$ cat src/rtl/pf_pkg.sv
// Shared types for the flash prefetcher.
package pf_pkg;
    // Which agent currently owns the flash read port.
    typedef enum logic [1:0] {
        OWN_NONE   = 2'd0,
        OWN_DEMAND = 2'd1,
        OWN_DATA   = 2'd2,
        OWN_PREF   = 2'd3
    } fl_owner_e;
endpackage

$ cat src/rtl/pf_word_sel.sv
// Picks one word out of a line.
// Assumes word i occupies bits [WORD_W*i +: WORD_W].
module pf_word_sel #(
    parameter int WORD_W = 32,
    parameter int WORDS  = 4,
    localparam int SEL_W = $clog2(WORDS)
) (
    input  logic [WORD_W*WORDS-1:0] line,
    input  logic [SEL_W-1:0]        sel,
    output logic [WORD_W-1:0]       word
);
    logic [WORD_W-1:0] words [WORDS];

    for (genvar i = 0; i < WORDS; i++) begin : g_split
        assign words[i] = line[WORD_W*i +: WORD_W];
    end

    // Index the unpacked word array.
    assign word = words[sel];
endmodule

$ cat src/rtl/pf_line_reg.sv
// One stored line: a valid bit, a line tag and the line data.
// It offers two tag lookups. Clear has priority over load.
module pf_line_reg #(
    parameter int TAG_W  = 28,
    parameter int LINE_W = 128
) (
    input  logic              clk,
    input  logic              rst_n,
    input  logic              clr,
    input  logic              ld,
    input  logic [TAG_W-1:0]  ld_tag,
    input  logic [LINE_W-1:0] ld_data,
    input  logic [TAG_W-1:0]  look_a,
    input  logic [TAG_W-1:0]  look_b,
    output logic              hit_a,
    output logic              hit_b,
    output logic [LINE_W-1:0] data
);
    logic             valid_q;
    logic [TAG_W-1:0] tag_q;

    // Valid bit: cleared on reset or clr, set on load.
    always_ff @(posedge clk) begin
        if (!rst_n)   valid_q <= 1'b0;
        else if (clr) valid_q <= 1'b0;
        else if (ld)  valid_q <= 1'b1;
    end

    // Tag and data capture on load.
    always_ff @(posedge clk) begin
        if (!rst_n) begin
            tag_q <= '0;
            data  <= '0;
        end else if (ld) begin
            tag_q <= ld_tag;
            data  <= ld_data;
        end
    end

    // Tag comparisons.
    assign hit_a = valid_q && (tag_q == look_a);
    assign hit_b = valid_q && (tag_q == look_b);
endmodule

$ cat src/rtl/pf_ctrl.sv
// Flash port arbiter and prediction state.
// Priority order: instruction miss, then data read, then prefetch.
// A data grant cancels the prefetch. An accepted fetch re-arms it.
// Assumes the flash restarts its latency whenever the address changes.
module pf_ctrl
    import pf_pkg::*;
#(
    parameter int TAG_W = 28
) (
    input  logic             clk,
    input  logic             rst_n,
    input  logic             pf_on,
    input  logic             if_miss,
    input  logic             if_ack,
    input  logic [TAG_W-1:0] if_tag,
    input  logic [TAG_W-1:0] next_tag,
    input  logic             next_held,
    input  logic             dr_req,
    input  logic [TAG_W-1:0] dr_tag,
    input  logic             fl_valid,
    output fl_owner_e        owner,
    output logic             fl_rd,
    output logic [TAG_W-1:0] fl_tag,
    output logic             pf_done
);
    logic             pf_busy_q;
    logic [TAG_W-1:0] pf_tag_q;

    // Choose the owner of the flash port in this cycle.
    always_comb begin
        owner  = OWN_NONE;
        fl_tag = pf_tag_q;
        if (if_miss) begin
            owner  = OWN_DEMAND;
            fl_tag = if_tag;
        end else if (dr_req) begin
            owner  = OWN_DATA;
            fl_tag = dr_tag;
        end else if (pf_busy_q && pf_on) begin
            owner  = OWN_PREF;
        end
    end

    assign fl_rd   = (owner != OWN_NONE);
    assign pf_done = (owner == OWN_PREF) && fl_valid;

    // Prediction state: cancel on data, arm after a fetch, drop on miss or completion.
    always_ff @(posedge clk) begin
        if (!rst_n) begin
            pf_busy_q <= 1'b0;
            pf_tag_q  <= '0;
        end else if (owner == OWN_DATA) begin
            pf_busy_q <= 1'b0;
        end else if (if_ack && pf_on && !next_held) begin
            pf_busy_q <= 1'b1;
            pf_tag_q  <= next_tag;
        end else if (owner == OWN_DEMAND || pf_done) begin
            pf_busy_q <= 1'b0;
        end
    end
endmodule

$ cat src/rtl/flash_prefetcher.sv
// Predictive instruction prefetcher in front of a wait-stated flash.
// It holds the current line and a one-line prefetch buffer.
// Assumes requests stay asserted until acknowledged, and that the flash
// raises fl_valid once the address has been held for cfg_wait cycles.
module flash_prefetcher
    import pf_pkg::*;
#(
    parameter int ADDR_W = 32,
    parameter int WORD_W = 32,
    parameter int WORDS  = 4,
    parameter int WS_W   = 3
) (
    input  logic                      clk,
    input  logic                      rst_n,
    input  logic                      cfg_en,
    input  logic                      cfg_cacheable,
    input  logic [WS_W-1:0]           cfg_wait,
    input  logic                      if_req,
    input  logic [ADDR_W-1:0]         if_addr,
    output logic                      if_ack,
    output logic [WORD_W-1:0]         if_rdata,
    input  logic                      dr_req,
    input  logic [ADDR_W-1:0]         dr_addr,
    output logic                      dr_ack,
    output logic [WORD_W-1:0]         dr_rdata,
    output logic                      fl_rd,
    output logic [ADDR_W-1:0]         fl_addr,
    input  logic                      fl_valid,
    input  logic [WORD_W*WORDS-1:0]   fl_rdata,
    output logic                      fill_we,
    output logic [ADDR_W-1:0]         fill_addr,
    output logic [WORD_W*WORDS-1:0]   fill_data
);
    localparam int LINE_W = WORD_W * WORDS;
    localparam int SEL_W  = $clog2(WORDS);
    localparam int OFF_W  = $clog2(WORDS * WORD_W / 8);
    localparam int TAG_W  = ADDR_W - OFF_W;

    logic [TAG_W-1:0]  if_tag, next_tag, dr_tag, fl_tag;
    logic              act_hit, act_next, buf_hit, buf_next;
    logic [LINE_W-1:0] act_data, buf_data, new_line, src_line;
    logic              if_miss, pf_on, pf_done;
    fl_owner_e         owner;
    logic              unused_low;

    assign if_tag     = if_addr[ADDR_W-1:OFF_W];
    assign dr_tag     = dr_addr[ADDR_W-1:OFF_W];
    assign next_tag   = if_tag + 1'b1;
    assign unused_low = ^{if_addr[OFF_W-SEL_W-1:0], dr_addr[OFF_W-SEL_W-1:0]};

    // Prediction is allowed unless it is off, or it is buffer-only with zero wait states.
    assign pf_on = cfg_en && (cfg_cacheable || (cfg_wait != '0));

    // Hit and acknowledge decode.
    assign if_miss  = if_req && !act_hit && !buf_hit;
    assign if_ack   = if_req && (act_hit || buf_hit || (owner == OWN_DEMAND && fl_valid));
    assign dr_ack   = (owner == OWN_DATA) && fl_valid;
    assign new_line = buf_hit ? buf_data : fl_rdata;
    assign src_line = act_hit ? act_data : new_line;

    pf_ctrl #(.TAG_W(TAG_W)) u_ctrl (
        .clk       (clk),
        .rst_n     (rst_n),
        .pf_on     (pf_on),
        .if_miss   (if_miss),
        .if_ack    (if_ack),
        .if_tag    (if_tag),
        .next_tag  (next_tag),
        .next_held (act_next || buf_next),
        .dr_req    (dr_req),
        .dr_tag    (dr_tag),
        .fl_valid  (fl_valid),
        .owner     (owner),
        .fl_rd     (fl_rd),
        .fl_tag    (fl_tag),
        .pf_done   (pf_done)
    );

    // Line being executed: loaded whenever a fetch brings in a new line.
    pf_line_reg #(.TAG_W(TAG_W), .LINE_W(LINE_W)) u_act (
        .clk     (clk),
        .rst_n   (rst_n),
        .clr     (1'b0),
        .ld      (if_ack && !act_hit),
        .ld_tag  (if_tag),
        .ld_data (new_line),
        .look_a  (if_tag),
        .look_b  (next_tag),
        .hit_a   (act_hit),
        .hit_b   (act_next),
        .data    (act_data)
    );

    // Prefetch buffer: dropped on a miss, filled when a prediction completes.
    pf_line_reg #(.TAG_W(TAG_W), .LINE_W(LINE_W)) u_buf (
        .clk     (clk),
        .rst_n   (rst_n),
        .clr     (if_miss),
        .ld      (pf_done),
        .ld_tag  (fl_tag),
        .ld_data (fl_rdata),
        .look_a  (if_tag),
        .look_b  (next_tag),
        .hit_a   (buf_hit),
        .hit_b   (buf_next),
        .data    (buf_data)
    );

    pf_word_sel #(.WORD_W(WORD_W), .WORDS(WORDS)) u_if_sel (
        .line (src_line),
        .sel  (if_addr[OFF_W-1 -: SEL_W]),
        .word (if_rdata)
    );

    pf_word_sel #(.WORD_W(WORD_W), .WORDS(WORDS)) u_dr_sel (
        .line (fl_rdata),
        .sel  (dr_addr[OFF_W-1 -: SEL_W]),
        .word (dr_rdata)
    );

    assign fl_addr   = {fl_tag, {OFF_W{1'b0}}};
    assign fill_we   = cfg_cacheable && if_ack && !act_hit;
    assign fill_addr = {if_tag, {OFF_W{1'b0}}};
    assign fill_data = new_line;
endmodule

$ cat config.mk
export PLATFORM = sky130hd
export DESIGN_NAME = flash_prefetcher
export DESIGN_NICKNAME = d
export VERILOG_FILES = /design/src/rtl/pf_pkg.sv /design/src/rtl/pf_word_sel.sv /design/src/rtl/pf_line_reg.sv /design/src/rtl/pf_ctrl.sv /design/src/rtl/flash_prefetcher.sv
export SDC_FILE = /design/constraint.sdc
export NUM_CORES = 1
export LEC_CHECK = 0
export BUFFER_PORTS_ARGS = -buffer_cell sky130_fd_sc_hd__buf_4
export CAP_MARGIN = 15
export CELL_PAD_IN_SITES_DETAIL_PLACEMENT = 1
export CELL_PAD_IN_SITES_GLOBAL_PLACEMENT = 1
export CORE_AREA = 2 2 246 248
export CTS_CLUSTER_DIAMETER = 30
export DETAILED_ROUTE_END_ITERATION = 16
export DIE_AREA = 0 0 248 250
export GPL_ROUTABILITY_DRIVEN = 0
export PLACE_DENSITY = 0.67
export RECOVER_POWER = 50
export SYNTH_ARGS = -nofsm -noshare
export SYNTH_HDL_FRONTEND = slang
export SYNTH_SLANG_ARGS = --single-unit
$ cat constraint.sdc
create_clock -name clk -period 4.5 [get_ports clk]
set_clock_uncertainty 0.15 [all_clocks]
set_input_delay 0.45 -clock clk [delete_from_list [all_inputs] [get_ports clk]]
set_output_delay 0.45 -clock clk [all_outputs]
set_load 0.03 [all_outputs]
-- Word-level counts from Yosys, hierarchy flattened
Index checks and enable logic that the tools add are counted.
- add/subtract/negate cells: 1
- order comparisons: 2
- equality and inequality tests: 7
- muxes and demuxes: 15
- bitwise gates (word level): 4
- reductions and logical operators: 31
- operator list (cell ; number):
    $mux 128 ; 2
    $bmux 32 s2 ; 2
    $mux 32 ; 4
    $eq 28x28->1 ; 4
    $mux 28 ; 2
    $add 28x1->28 const B ; 1
    $logic_and 1x1->1 ; 17
    $ge 3x3->1 const B ; 2
    $mux 2 ; 3
    $not 2->3 ; 2
    $logic_or 1x1->1 ; 5
    $eq 2x2->1 const B ; 2
    $reduce_bool 2->1 ; 2
    $reduce_or 2->1 ; 2
    $logic_not 1->1 ; 3
    $reduce_bool 3->1 ; 1
    $eq 2x1->1 const B ; 1
    $mux 1 ; 2
    $not 1->1 ; 2
    $reduce_and 2->1 ; 1
- register bits after elaboration: 343
- output and inout port bits: 260

-- Logic depth before layout (Yosys ltp)
Gate-level depths: netlist (run 1).
- depth in word-level cells: 14
- depth in mapped cells: 14
- depth with buffers taken out: 10

-- Modules after synthesis
A second synthesis (run 1) with hierarchy kept.
- cells, all modules: 1882
- area total of the unflattened synthesis: 20261.9 um^2
- by module, submodules not included (module ; instances ; cells an instance ; area an instance (um^2) ; seq. area each (um^2)):
    pf_line_reg ; 2 ; 582 ; 6471.2 ; 3143.0
    flash_prefetcher ; 1 ; 411 ; 3911.3 ; 0.0
    pf_ctrl ; 1 ; 229 ; 1779.2 ; 580.6
    pf_word_sel ; 2 ; 39 ; 814.5 ; 0.0

-- Worst setup path before layout (run 1)
No wires, ideal clock.
- kind: input -> output
- start: input port if_addr[25]
- end: output port if_rdata[17]
- arrival time: 3.551 ns
- required time: 3.900 ns
- setup slack: 0.349 ns
- stages on the path: 11
- cells stage by stage: clkbuf_1 -> xnor2_1 -> nand4_1 -> or4_1 -> or4_1 -> buf_2 -> buf_6 -> buf_6 -> mux2_2 -> mux4_2 -> mux2_2
- cells in the longest elaborated chain, start to end: 7
- elaborated cells between the ends (all ways): 9
- RTL lines (item ; RTL line ; text):
    start: declaration ; flash_prefetcher.sv:19 ; input logic [ADDR_W-1:0] if_addr,
    $eq 28x28->1 ; pf_line_reg.sv:41 ; assign hit_a = valid_q && (tag_q == look_a);
    $logic_and 1x1->1 ; pf_line_reg.sv:41 ;
    $mux 128 ; flash_prefetcher.sv:58 ; assign new_line = buf_hit ? buf_data : fl_rdata;
    named net fill_data[113] ; flash_prefetcher.sv:32 ; output logic [WORD_W*WORDS-1:0] fill_data
    $mux 128 ; flash_prefetcher.sv:59 ; assign src_line = act_hit ? act_data : new_line;
    $bmux 32 s2 ; pf_word_sel.sv:19 ; assign word = words[sel];
    $mux 32 (not written as such) (2 in series) ; pf_word_sel.sv:19 ;
    end: declaration ; flash_prefetcher.sv:21 ; output logic [WORD_W-1:0] if_rdata,
The timed path passes the listed nets, and every way through them passes these cells. The select of a mux whose other input is x is not followed.

-- Worst setup path after layout (run 1)
- start: register u_buf.tag_q[2]
- end: output port if_rdata[26]
- cells in the longest elaborated chain, start to end: 7
- RTL lines (item ; RTL line ; text):
    start: declaration ; pf_line_reg.sv:20 ; logic [TAG_W-1:0] tag_q;
    start signal: assignment ; pf_line_reg.sv:35 ; tag_q <= ld_tag;
    $eq 28x28->1 ; pf_line_reg.sv:41 ;
    $logic_and 1x1->1 ; pf_line_reg.sv:41 ;
    $mux 128 ; flash_prefetcher.sv:58 ;
    $mux 128 ; flash_prefetcher.sv:59 ;
    $bmux 32 s2 ; pf_word_sel.sv:19 ;
    $mux 32 (not written as such) (2 in series) ; pf_word_sel.sv:19 ;
Every way passes these cells. The select of a mux whose other input is x is not followed.

==> metrics.cfg, run 1 <==
[timing]
rsz0062_at_grt=true
post-route-period-util=1.040
hold_ws_ns=0.03183
worst_pin_slew_ns=1.801
slew_headroom=-0.2008
drv_slew=33
min_period_ns=4.680
hold_viol=0
layout_setup_ws_ns=-0.1800
fmax_mhz=213.7
setup_viol=34

[logic_synthesis]
ys_ff_latch=343
syn-cell-area_sq_um=19460
syn_avg_cell_area_sq_um=8.905
synth_cells=2185
ys_seq_area_frac=0.3529
synth-async-reset-ratio=0
yosys.area.top_type=dfxtp_1
synth_edf_count=0
synth_ff_type=dfxtp_1
ys.warnings.count=0
synth_area_leaders=dfxtp_1 (35%), mux4_2 (11%), nand2_1 (6.5%), mux2_2 (5.9%), nor2_1 (5.9%)
synth.distinct_cells=69
synth_top_area_frac=0.3529

[route]
dr_total_vias=19600
initialDrtViolationCount=879
post-route-drc-count=0
via_per_inst=5.253
wire_per_inst_um=22.24
drt_first_pass_iters=5
wl_mm=82.96
antenna_left=0

[finish]
areaGrowthSynthToFinish_pct=51.35
drive_above_1_share=0.3599
fillCellCount=6713
design_area_sq_um=29450
multi_input_area_sq_um=11550
utilization=0.4944
layout.cells.most_common_list=buf_4 (557), dfxtp_1 (340), nand2_1 (336)
nets=3070
layout_commonest_cell=buf_4
regArea_sq_um=6870

[placement]
hpwl_mm=54.55
io_buffers=449
dpl_cell_area_sq_um=24580

[clock_tree]
clock-sinks=343
clk_latency_ns=0.64
cts_root_buffer=clkbuf_16
htreeDepth=3
cts_tree=yes
clk_pin_slew_ns=0.04
cts_buffer_depth=3
cts_made_buffers=94

[grt]
gr-total-overflow=0
grt_max_degree=152
grt_pass1_wl_mm=125.4
antenna_found_initial=6
gr-usage-all-layers=0.2600
grt_pass1_vias=21240

[floorplanning]
die_h_um=250
die_w_um=248
ios=462
rows=90
start_util=0.3266
design.core.area_sq_um=59570
die-area_sq_um=62000

[critical_path]
crit_chain=xnor2_1, nand2_1, or4_4, or4_4, buf_12, buf_16, buf_12, mux2_4, mux4_2, mux2_4, buf_6
reg2reg_slack_ns=-0.01
cp_slowest_cell=mux4_2
crit_family=multiplexers
crit_type=flop to output port
crit_path_end_kind=output port
cp.required_ns=3.90
cp_data_arrival_time_ns=4.08
crit_fanout=6
setup.worst_path.start_class=flop
crit_buf_inv=4
crit_path_max_incr_delay_ns=0.50

[power]
powerDensity_nw_per_um2=411.3
leakagePower_nw=12.21
ir_drop_mv=0.3051
finalPower_mw=12.11

[job]
drv_cap=1

[status]
violations=capacitance limit, slew limit, setup timing
outcome=finished, violations left

[worst_hold_path]
min_path_type=input pin to flop

==> metal layers <==
metal | track usage | wire length [um] | vias to the layer above
met5 | 0 | 28 | -
met4 | 0.1160 | 3153 | 4
met3 | 0.05162 | 4749 | 193
met2 | 0.4519 | 41550 | 668
met1 | 0.3068 | 33470 | 9782
li1 | - | - | 8952
==> worst min-delay path: cells and delay by family <==
kind	cells	cell delay [ns]
buf+inv	1	0.17
compound gates	1	0.05
simple gates	1	0.07
==> sequential cells by signal (all words and copies together) (netlist names) <==
name              cells
u_ctrl.pf_tag_q      28
u_buf.tag_q          28
u_ctrl.pf_busy_q      1
u_act.valid_q         1
u_act.data          128
u_act.tag_q          28
u_buf.data          128
u_buf.valid_q         1
==> cell families (layout without fill, tap and decap cells) <==
logic type	Yosys count	after routing	share of synthesized area
flops	343	343	0.3529
mux	318	318	0.2471
simple gates	922	922	0.2069
fa+ha+maj	1	1	0.0006429
other cells	1	12	0.0001927
buf+inv	237	990	0.06282
xor+xnor	113	113	0.05164
compound gates	250	250	0.07787
==> path summary, 6_finish.rpt <==
| path | cells past startpoint | endpoint | start |
|---|---|---|---|
| worst max-delay path | 11 | if_rdata[26] | u_buf.tag_q[2] |
| worst min-delay path | 3 | u_act.tag_q[5] | if_addr[9] |
| worst max register to register | 13 | u_buf.data[57] | u_buf.tag_q[2] |
| worst min register to register | 2 | u_buf.data[111] | u_buf.data[111] |
==> per-stage QoR <==
stage / setup TNS (ns) / std cells / worst slack [ns]
finish: -4.277 / 3731 / -0.1800
global route: -10.48 / 3731 / -0.2254
global placement: 0 / 3404 / 0.08512
CTS: -3.930 / 3726 / -0.1590
detailed placement: 0 / 3404 / 0.08302
floorplan: 0 / 2192 / 0.3486
==> cells in the mapped netlist (2+ instances only) <==
cell type,n
mux2_4,59
o211a_1,23
a21oi_1,184
nand2b_1,3
or4_1,7
xnor2_2,2
nor2_1,304
dfxtp_1,343
mux2i_1,61
buf_4,43
o21a_1,3
nor4_1,13
mux2_2,102
nor3_1,138
o22ai_1,2
a2111oi_0,3
o21ai_0,4
o2111ai_1,2
nand2_1,339
buf_2,53
xor2_1,25
mux4_2,96
and3_1,6
buf_6,14
nor2b_1,28
a2111o_1,2
buf_1,12
a31oi_1,4
nand4_1,27
a311oi_1,2
and4_1,2
clkbuf_1,106
nor2_2,2
a21boi_0,8
xnor2_1,86
nand3_1,36
inv_1,8
and2_1,2
==> area by class of cell <==
cell class / instances / area share
repair buffers: 807 / 0.2264
diodes: 4 / 0.0003399
inverters: 9 / 0.001402
multi-input cells: 1612 / 0.3922
clock inverters: 40 / 0.02065
clock buffers: 134 / 0.09250
well taps: 782 / 0.03323
flip-flops and latches: 343 / 0.2333
==> report_power, final <==
group / switching [mW] / internal, mW
sequential: 0.0658 / 3.16
combinational: 1.08 / 0.860
clock: 2.08 / 4.87
total: 3.23 / 8.88
==> what timing repair did <==
action / 4_1_cts / 5_1_grt
hold buffers: 133 / 0
pin swaps: 9 / 0
resized for setup: 50 / 12
gates cloned: 4 / 0
hold endpoints to repair: 133 / 0
setup endpoints to repair: 35 / 35
setup buffers: 11 / 1
Power figures use the tool's default switching activity.
==> run 2: changes to the inputs <==
--- a/config.mk
+++ b/config.mk
@@ -19,3 +19,4 @@
 export SYNTH_ARGS = -nofsm -noshare
 export SYNTH_HDL_FRONTEND = slang
 export SYNTH_SLANG_ARGS = --single-unit
+export TNS_END_PERCENT = 10
==> metrics.cfg, run 2 (same netlist as run 1, synthesis figures left out) <==
[floorplanning]
design.core.area_sq_um=59570  ; unchanged
rows=90  ; unchanged
die_h_um=250  ; unchanged
start_util=0.3266  ; unchanged
ios=462  ; unchanged
die-area_sq_um=62000  ; unchanged
die_w_um=248  ; unchanged

[clock_tree]
clock-sinks=343  ; unchanged
clk_latency_ns=0.64  ; about the same
cts_made_buffers=94  ; unchanged
clk_pin_slew_ns=0.04  ; about the same
cts_buffer_depth=3  ; unchanged
htreeDepth=3  ; unchanged
cts_tree=yes
cts_root_buffer=clkbuf_16

[placement]
io_buffers=449  ; unchanged
dpl_worst_slack_ns=0.08302  ; unchanged
hpwl_mm=54.55  ; unchanged

[timing]
layout_setup_ws_ns=-0.1529  ; +0.02714 ns
slew_headroom=-0.2025  ; -0.001757
setup_tns_ns=-3.736  ; +0.5409 ns
setup_viol=32  ; -5.9%
min_period_ns=4.653  ; -0.02714 ns
fmax_mhz=214.9  ; +0.58%
hold_ws_ns=0.03085  ; -0.0009755 ns
post-route-period-util=1.034  ; -0.006031
drv_slew=33  ; unchanged
worst_pin_slew_ns=1.804  ; +0.002634 ns
hold_viol=0  ; unchanged
rsz0062_at_grt=true

[route]
wl_met2_mm=41.55  ; about the same
via_per_inst=5.252  ; about the same
drt_first_pass_iters=4  ; -1
top_layer=met5
post-route-drc-count=0  ; unchanged
wl_mm=82.91  ; about the same
initialDrtViolationCount=824  ; -6.3%
antenna_left=0  ; unchanged
dr_total_vias=19600  ; -0.010%
wl_met1_mm=33.72  ; +0.72%
wl_met3_mm=4.573  ; -3.7%
wire_per_inst_um=22.22  ; about the same

[status]
violations=capacitance limit, slew limit, setup timing
outcome=finished, violations left

[grt]
grt_pass1_wl_mm=125.2  ; -0.14%
grt_max_degree=152  ; unchanged
grt_pass1_vias=21210  ; -0.15%
gr-usage-all-layers=0.2596  ; -0.0004561
antenna_found_initial=6  ; unchanged
gr-total-overflow=0  ; unchanged

[finish]
nets=3068  ; -0.065%
fillCellCount=6727  ; +0.21%
areaGrowthSynthToFinish_pct=50.50
largestRegisters=u_act.data (128), u_buf.data (128)
drive_above_1_share=0.3578  ; -0.002134
layout_commonest_cell=buf_4
layout.cells.most_common_list=buf_4 (553), dfxtp_1 (340), nand2_1 (336)

[critical_path]
crit_chain=xnor2_1, nand2_1, or4_4, or4_4, buf_12, buf_16, buf_12, mux2_4, mux4_2, mux2_4, buf_6
r2r-start=u_buf.tag_q[2]
cp.required_ns=3.90  ; about the same
cp_data_arrival_time_ns=4.05  ; -0.03 ns
crit_path_max_incr_delay_ns=0.52  ; +0.02 ns
setup.worst_path.start_class=flop
crit_buf_inv=4  ; unchanged
cp_slowest_cell=mux4_2
crit_family=multiplexers
crit_fanout=6  ; unchanged
crit_path_end_kind=output port
crit_type=flop to output port
crit_start=u_buf.tag_q[2]

[power]
powerDensity_nw_per_um2=413.0  ; +0.41%
finalPower_mw=12.09  ; -0.15%
ir_drop_mv=0.3045  ; -0.22%
leakagePower_nw=12.14  ; -0.61%

[worst_hold_path]
min_path_type=input pin to flop
min_from=if_addr[9]

[job]
drv_cap=1  ; unchanged

## run 2: final timing paths
path	endpoint	slack, ns	depth (start not counted)
setup reg to reg	u_act.data[108]	0.14	13
hold reg to reg	u_buf.data[111]	0.30	2
hold / removal	u_act.tag_q[5]	0.03	3
setup / recovery	if_rdata[27]	-0.15	11
## run 2: metrics by stage
stage                     cells  instance area [sq um]    util
after floorplan            2192                  19480       -
after global placement     3404                  24580  0.4127
after detailed placement   3404                  24580  0.4127
final                      3731                  29280  0.4916
after global routing       3729                  29280  0.4915
after CTS                  3724                  29610  0.4970
## run 2: per-layer routing
layer / vias to the layer above / GRT usage
met2: 639 / 0.4541
met4: 4 / 0.1112
met3: 182 / 0.05076
met1: 9819 / 0.3060
li1: 8953 / -
met5: - / 0
## run 2: report_power, final
part | internal, mW | switching (mW)
clock | 4.87 | 2.08
combinational | 0.846 | 1.08
sequential | 3.16 | 0.0655
## run 2: tightest hold or removal path, cell delays in order
cell,delay [ns]
buf_4,0.17
nand2_1,0.07
a21oi_1,0.05
## run 2: area by class of cell
| class | instances | area (sq um) | share of cell area |
|---|---|---|---|
| Timing Repair Buffer | 805 | 6516 | 0.2225 |
| Clock inverter | 40 | 608.1 | 0.02077 |
| Antenna cell | 6 | 15.01 | 0.0005127 |
| Inverter | 9 | 41.29 | 0.001410 |
| Clock buffer | 134 | 2724 | 0.09302 |
| Tap cell | 782 | 978.4 | 0.03341 |
| Sequential cell | 343 | 6870 | 0.2346 |
| Multi-Input combinational cell | 1612 | 11530 | 0.3937 |
## run 2: what timing repair did
item / CTS / global route
cloned: 4 / 0
setup buffers: 9 / 1
hold endpoints to repair: 133 / 0
pin swaps: 9 / 0
setup endpoints to repair: 35 / 32
gates resized for setup: 45 / 11
hold buffers: 133 / 0
==> run 3: changes to the inputs <==
--- a/config.mk
+++ b/config.mk
@@ -5,16 +5,17 @@
 export SDC_FILE = /design/constraint.sdc
 export NUM_CORES = 1
 export LEC_CHECK = 0
+export ABC_AREA = 1
 export BUFFER_PORTS_ARGS = -buffer_cell sky130_fd_sc_hd__buf_4
 export CAP_MARGIN = 15
 export CELL_PAD_IN_SITES_DETAIL_PLACEMENT = 1
 export CELL_PAD_IN_SITES_GLOBAL_PLACEMENT = 1
-export CORE_AREA = 2 2 246 248
+export CORE_AREA = 2 2 252 254
 export CTS_CLUSTER_DIAMETER = 30
 export DETAILED_ROUTE_END_ITERATION = 16
-export DIE_AREA = 0 0 248 250
+export DIE_AREA = 0 0 254 256
 export GPL_ROUTABILITY_DRIVEN = 0
-export PLACE_DENSITY = 0.67
+export PLACE_DENSITY = 0.77
 export RECOVER_POWER = 50
 export SYNTH_ARGS = -nofsm -noshare
 export SYNTH_HDL_FRONTEND = slang
==> metrics.cfg, run 3 <==
[route]
initialDrtViolationCount=2037  ; +150%
drt_first_pass_iters=5  ; +1
dr_total_vias=25920  ; +32%
post-route-drc-count=0  ; unchanged
via_per_inst=5.407  ; +2.9%
wire_per_inst_um=22.99  ; +3.5%
antenna_left=0  ; unchanged
wl_mm=110.2  ; +33%

[clock_tree]
clk_latency_ns=0.68  ; +0.04 ns
cts_root_buffer=clkbuf_16
cts_setup_buffers=0  ; -9
cts_buffer_depth=3  ; unchanged
cts_made_buffers=104  ; +11%
clock-sinks=343  ; unchanged
cts_tree=yes
clk_pin_slew_ns=0.05  ; about the same
htreeDepth=3  ; unchanged

[logic_synthesis]
ys.warnings.count=0  ; unchanged
yosysMostFrequentCell=nand2_1
synth-async-reset-ratio=0  ; unchanged
syn-cell-area_sq_um=20350  ; +4.6%
synth_area_leaders=dfxtp_1 (34%), nand2_1 (18%), nor2_1 (10%), o21ai_0 (9.5%), a21oi_1 (5.9%)
yosys.area.top_type=dfxtp_1
ys_top_cells_by_count=nand2_1 (985), nor2_1 (541), o21ai_0 (385), dfxtp_1 (343), a21oi_1 (241)
synth.distinct_cells=37  ; -46%
synth_edf_count=0  ; unchanged
synth_top_area_frac=0.3373  ; -0.01555
ys_seq_area_frac=0.3373  ; -0.01555
synth_cells=3391  ; +55%
ys_ff_latch=343  ; unchanged
syn_avg_cell_area_sq_um=6.003  ; -33%
synth_ff_type=dfxtp_1

[power]
powerDensity_nw_per_um2=439.2  ; +6.3%
ir_drop_mv=0.3520  ; +16%
leakagePower_nw=12.85  ; +5.9%

[timing]
post-route-period-util=0.9735  ; -0.06042
worst_pin_slew_ns=1.639  ; -0.1649 ns
min_period_ns=4.381  ; -0.2719 ns
setup_viol=0  ; -100%
fmax_mhz=228.3  ; +6.2%
hold_viol=0  ; unchanged
rsz0062_at_grt=false
setup_tns_ns=0  ; +3.736 ns
drv_slew=132  ; +300%
slew_headroom=-0.09257  ; +0.1100

[floorplanning]
design.core.area_sq_um=62390  ; +4.7%
die_h_um=256  ; +2.4%
ios=462  ; unchanged
die_w_um=254  ; +2.4%
rows=92  ; +2.2%
die-area_sq_um=65020  ; +4.9%
start_util=0.3262  ; -0.0003857

[worst_hold_path]
min_path_type=input pin to flop

[grt]
antenna_found_initial=8  ; +2
grt_pass1_wl_mm=163.4  ; +31%
grt_pass1_vias=26260  ; +24%
grt_max_degree=132  ; -13%
gr-usage-all-layers=0.3302  ; +0.07065
gr-total-overflow=0  ; unchanged

[critical_path]
cp.required_ns=3.90  ; about the same
crit_path_end_kind=output port
crit_type=flop to output port
crit_top_cell=nand2_1
crit_path_max_incr_delay_ns=0.49  ; -0.03 ns
crit_fanout=22  ; +16
setup.worst_path.start_class=flop
cp_data_arrival_time_ns=3.78  ; -0.27 ns
crit_chain=xnor2_1, nand2_1, nor2_1, nand2_1, nor2_1, nand2_4, inv_6, buf_12, nand2_1, nand2_1, nor2_1, o22ai_1, nand2_1, nand2_1, buf_4
cp_slowest_cell=o22ai_1

[status]
outcome=finished, violations left
violations=capacitance limit, slew limit

[finish]
layout_commonest_cell=nand2_1
utilization=0.4596  ; -0.03195
fillCellCount=8196  ; +22%
nets=4060  ; +32%
areaGrowthSynthToFinish_pct=40.88
largestRegisters=u_act.data (128), u_buf.data (128)
drive_above_1_share=0.1612  ; -0.1966
layout.cells.most_common_list=nand2_1 (982), nor2_1 (540), buf_4 (390)

[job]
drv_cap=1  ; unchanged

[placement]
io_buffers=449  ; unchanged
hpwl_mm=75.03  ; +38%

-- run 3: cell count changes in the layout (fill, tap and decap cells not counted), moves of 57 or more --
cell     change
buf_4      -163
mux2i_1     -61
inv_1      +178
xnor2_1     -66
nand2_1    +646
mux4_2      -96
mux2_2      -86
nor2_1     +236
nand3_1    +151
o22ai_1     +84
o21ai_0    +380
a21oi_1     +57
mux2_4      -75
nor3_1     -131
-- run 3: worst paths after layout --
kind	from	endpoint	depth (start not counted)	slack (ns)
min	fl_rdata[118]	u_buf.data[118]	3	0.03
min reg2reg	u_act.data[66]	u_act.data[66]	2	0.31
max reg2reg	u_act.tag_q[19]	u_buf.tag_q[14]	13	0.22
max	u_buf.tag_q[7]	if_rdata[15]	15	0.12
-- run 3: worst max-delay path, delay by kind of cell (launching register included) --
| family | cells | cell delay, ns |
|---|---|---|
| AO/OA/AOI/OAI | 1 | 0.49 |
| XOR/XNOR | 1 | 0.30 |
| buffers and inverters | 3 | 0.59 |
| flip-flops | 1 | 0.31 |
| AND/OR/NAND/NOR | 10 | 1.40 |
-- run 3: logic make-up after synthesis --
family                     Yosys count  synth area share
other                                1         0.0001842
and+or+nand+nor                   1766            0.3458
xor gates and xnor gates            40           0.01721
AOI/OAI and AO/OA                  755            0.1956
DFF                                343            0.3373
adders and majority gates            1         0.0006146
buffers and inverters              485            0.1032
-- run 3: power by group --
group	total [mW]	leakage, nW	internal [mW]	switching (mW)
sequential	3.18	2.79	3.14	0.0418
clock	7.48	1.79	5.16	2.33
combinational	1.93	8.27	0.604	1.33
-- run 3: cell type report --
type | instances | area, sq um | area share
Multi-Input combinational cell | 2570 | 11480 | 0.4002
Sequential cell | 343 | 6867 | 0.2395
Timing Repair Buffer | 638 | 4855 | 0.1693
Clock buffer | 139 | 2954 | 0.1030
Tap cell | 846 | 1059 | 0.03691
Inverter | 200 | 769.5 | 0.02683
Clock inverter | 55 | 688.2 | 0.02400
Antenna cell | 3 | 7.507 | 0.0002618
-- run 3: stage by stage --
stage	worst slack [ns]	total power [mW]	instances	instance area (sq um)	hold slack (ns)
detailed placement	0.4014	5.055	4467	24150	0.2993
CTS	0.08393	12.66	4791	29090	0.005371
global placement	0.5704	5.036	4467	24150	0.2960
floorplan	1.160	4.247	3398	20380	0.2869
global route	0.002117	12.96	4793	28670	0.01539
finish	0.1190	12.59	4794	28680	0.02970
-- run 3: timing repair --
action                                  4_1_cts  5_1_grt
endpoints found under the hold margin       130        0
hold buffers                                130        0
gates resized for setup                       0        8
endpoints found under the setup margin        0       29
-- run 3: layer usage --
layer / track usage / vias to the layer above / part of all wire / wire (um)
met2: 0.5307 / 1162 / 0.46 / 50400
met5: 0 / - / 0.00054 / 59
met4: 0.2167 / 6 / 0.074 / 8191
li1: - / 11890 / - / -
met3: 0.08817 / 322 / 0.083 / 9171
met1: 0.3851 / 12540 / 0.38 / 42400
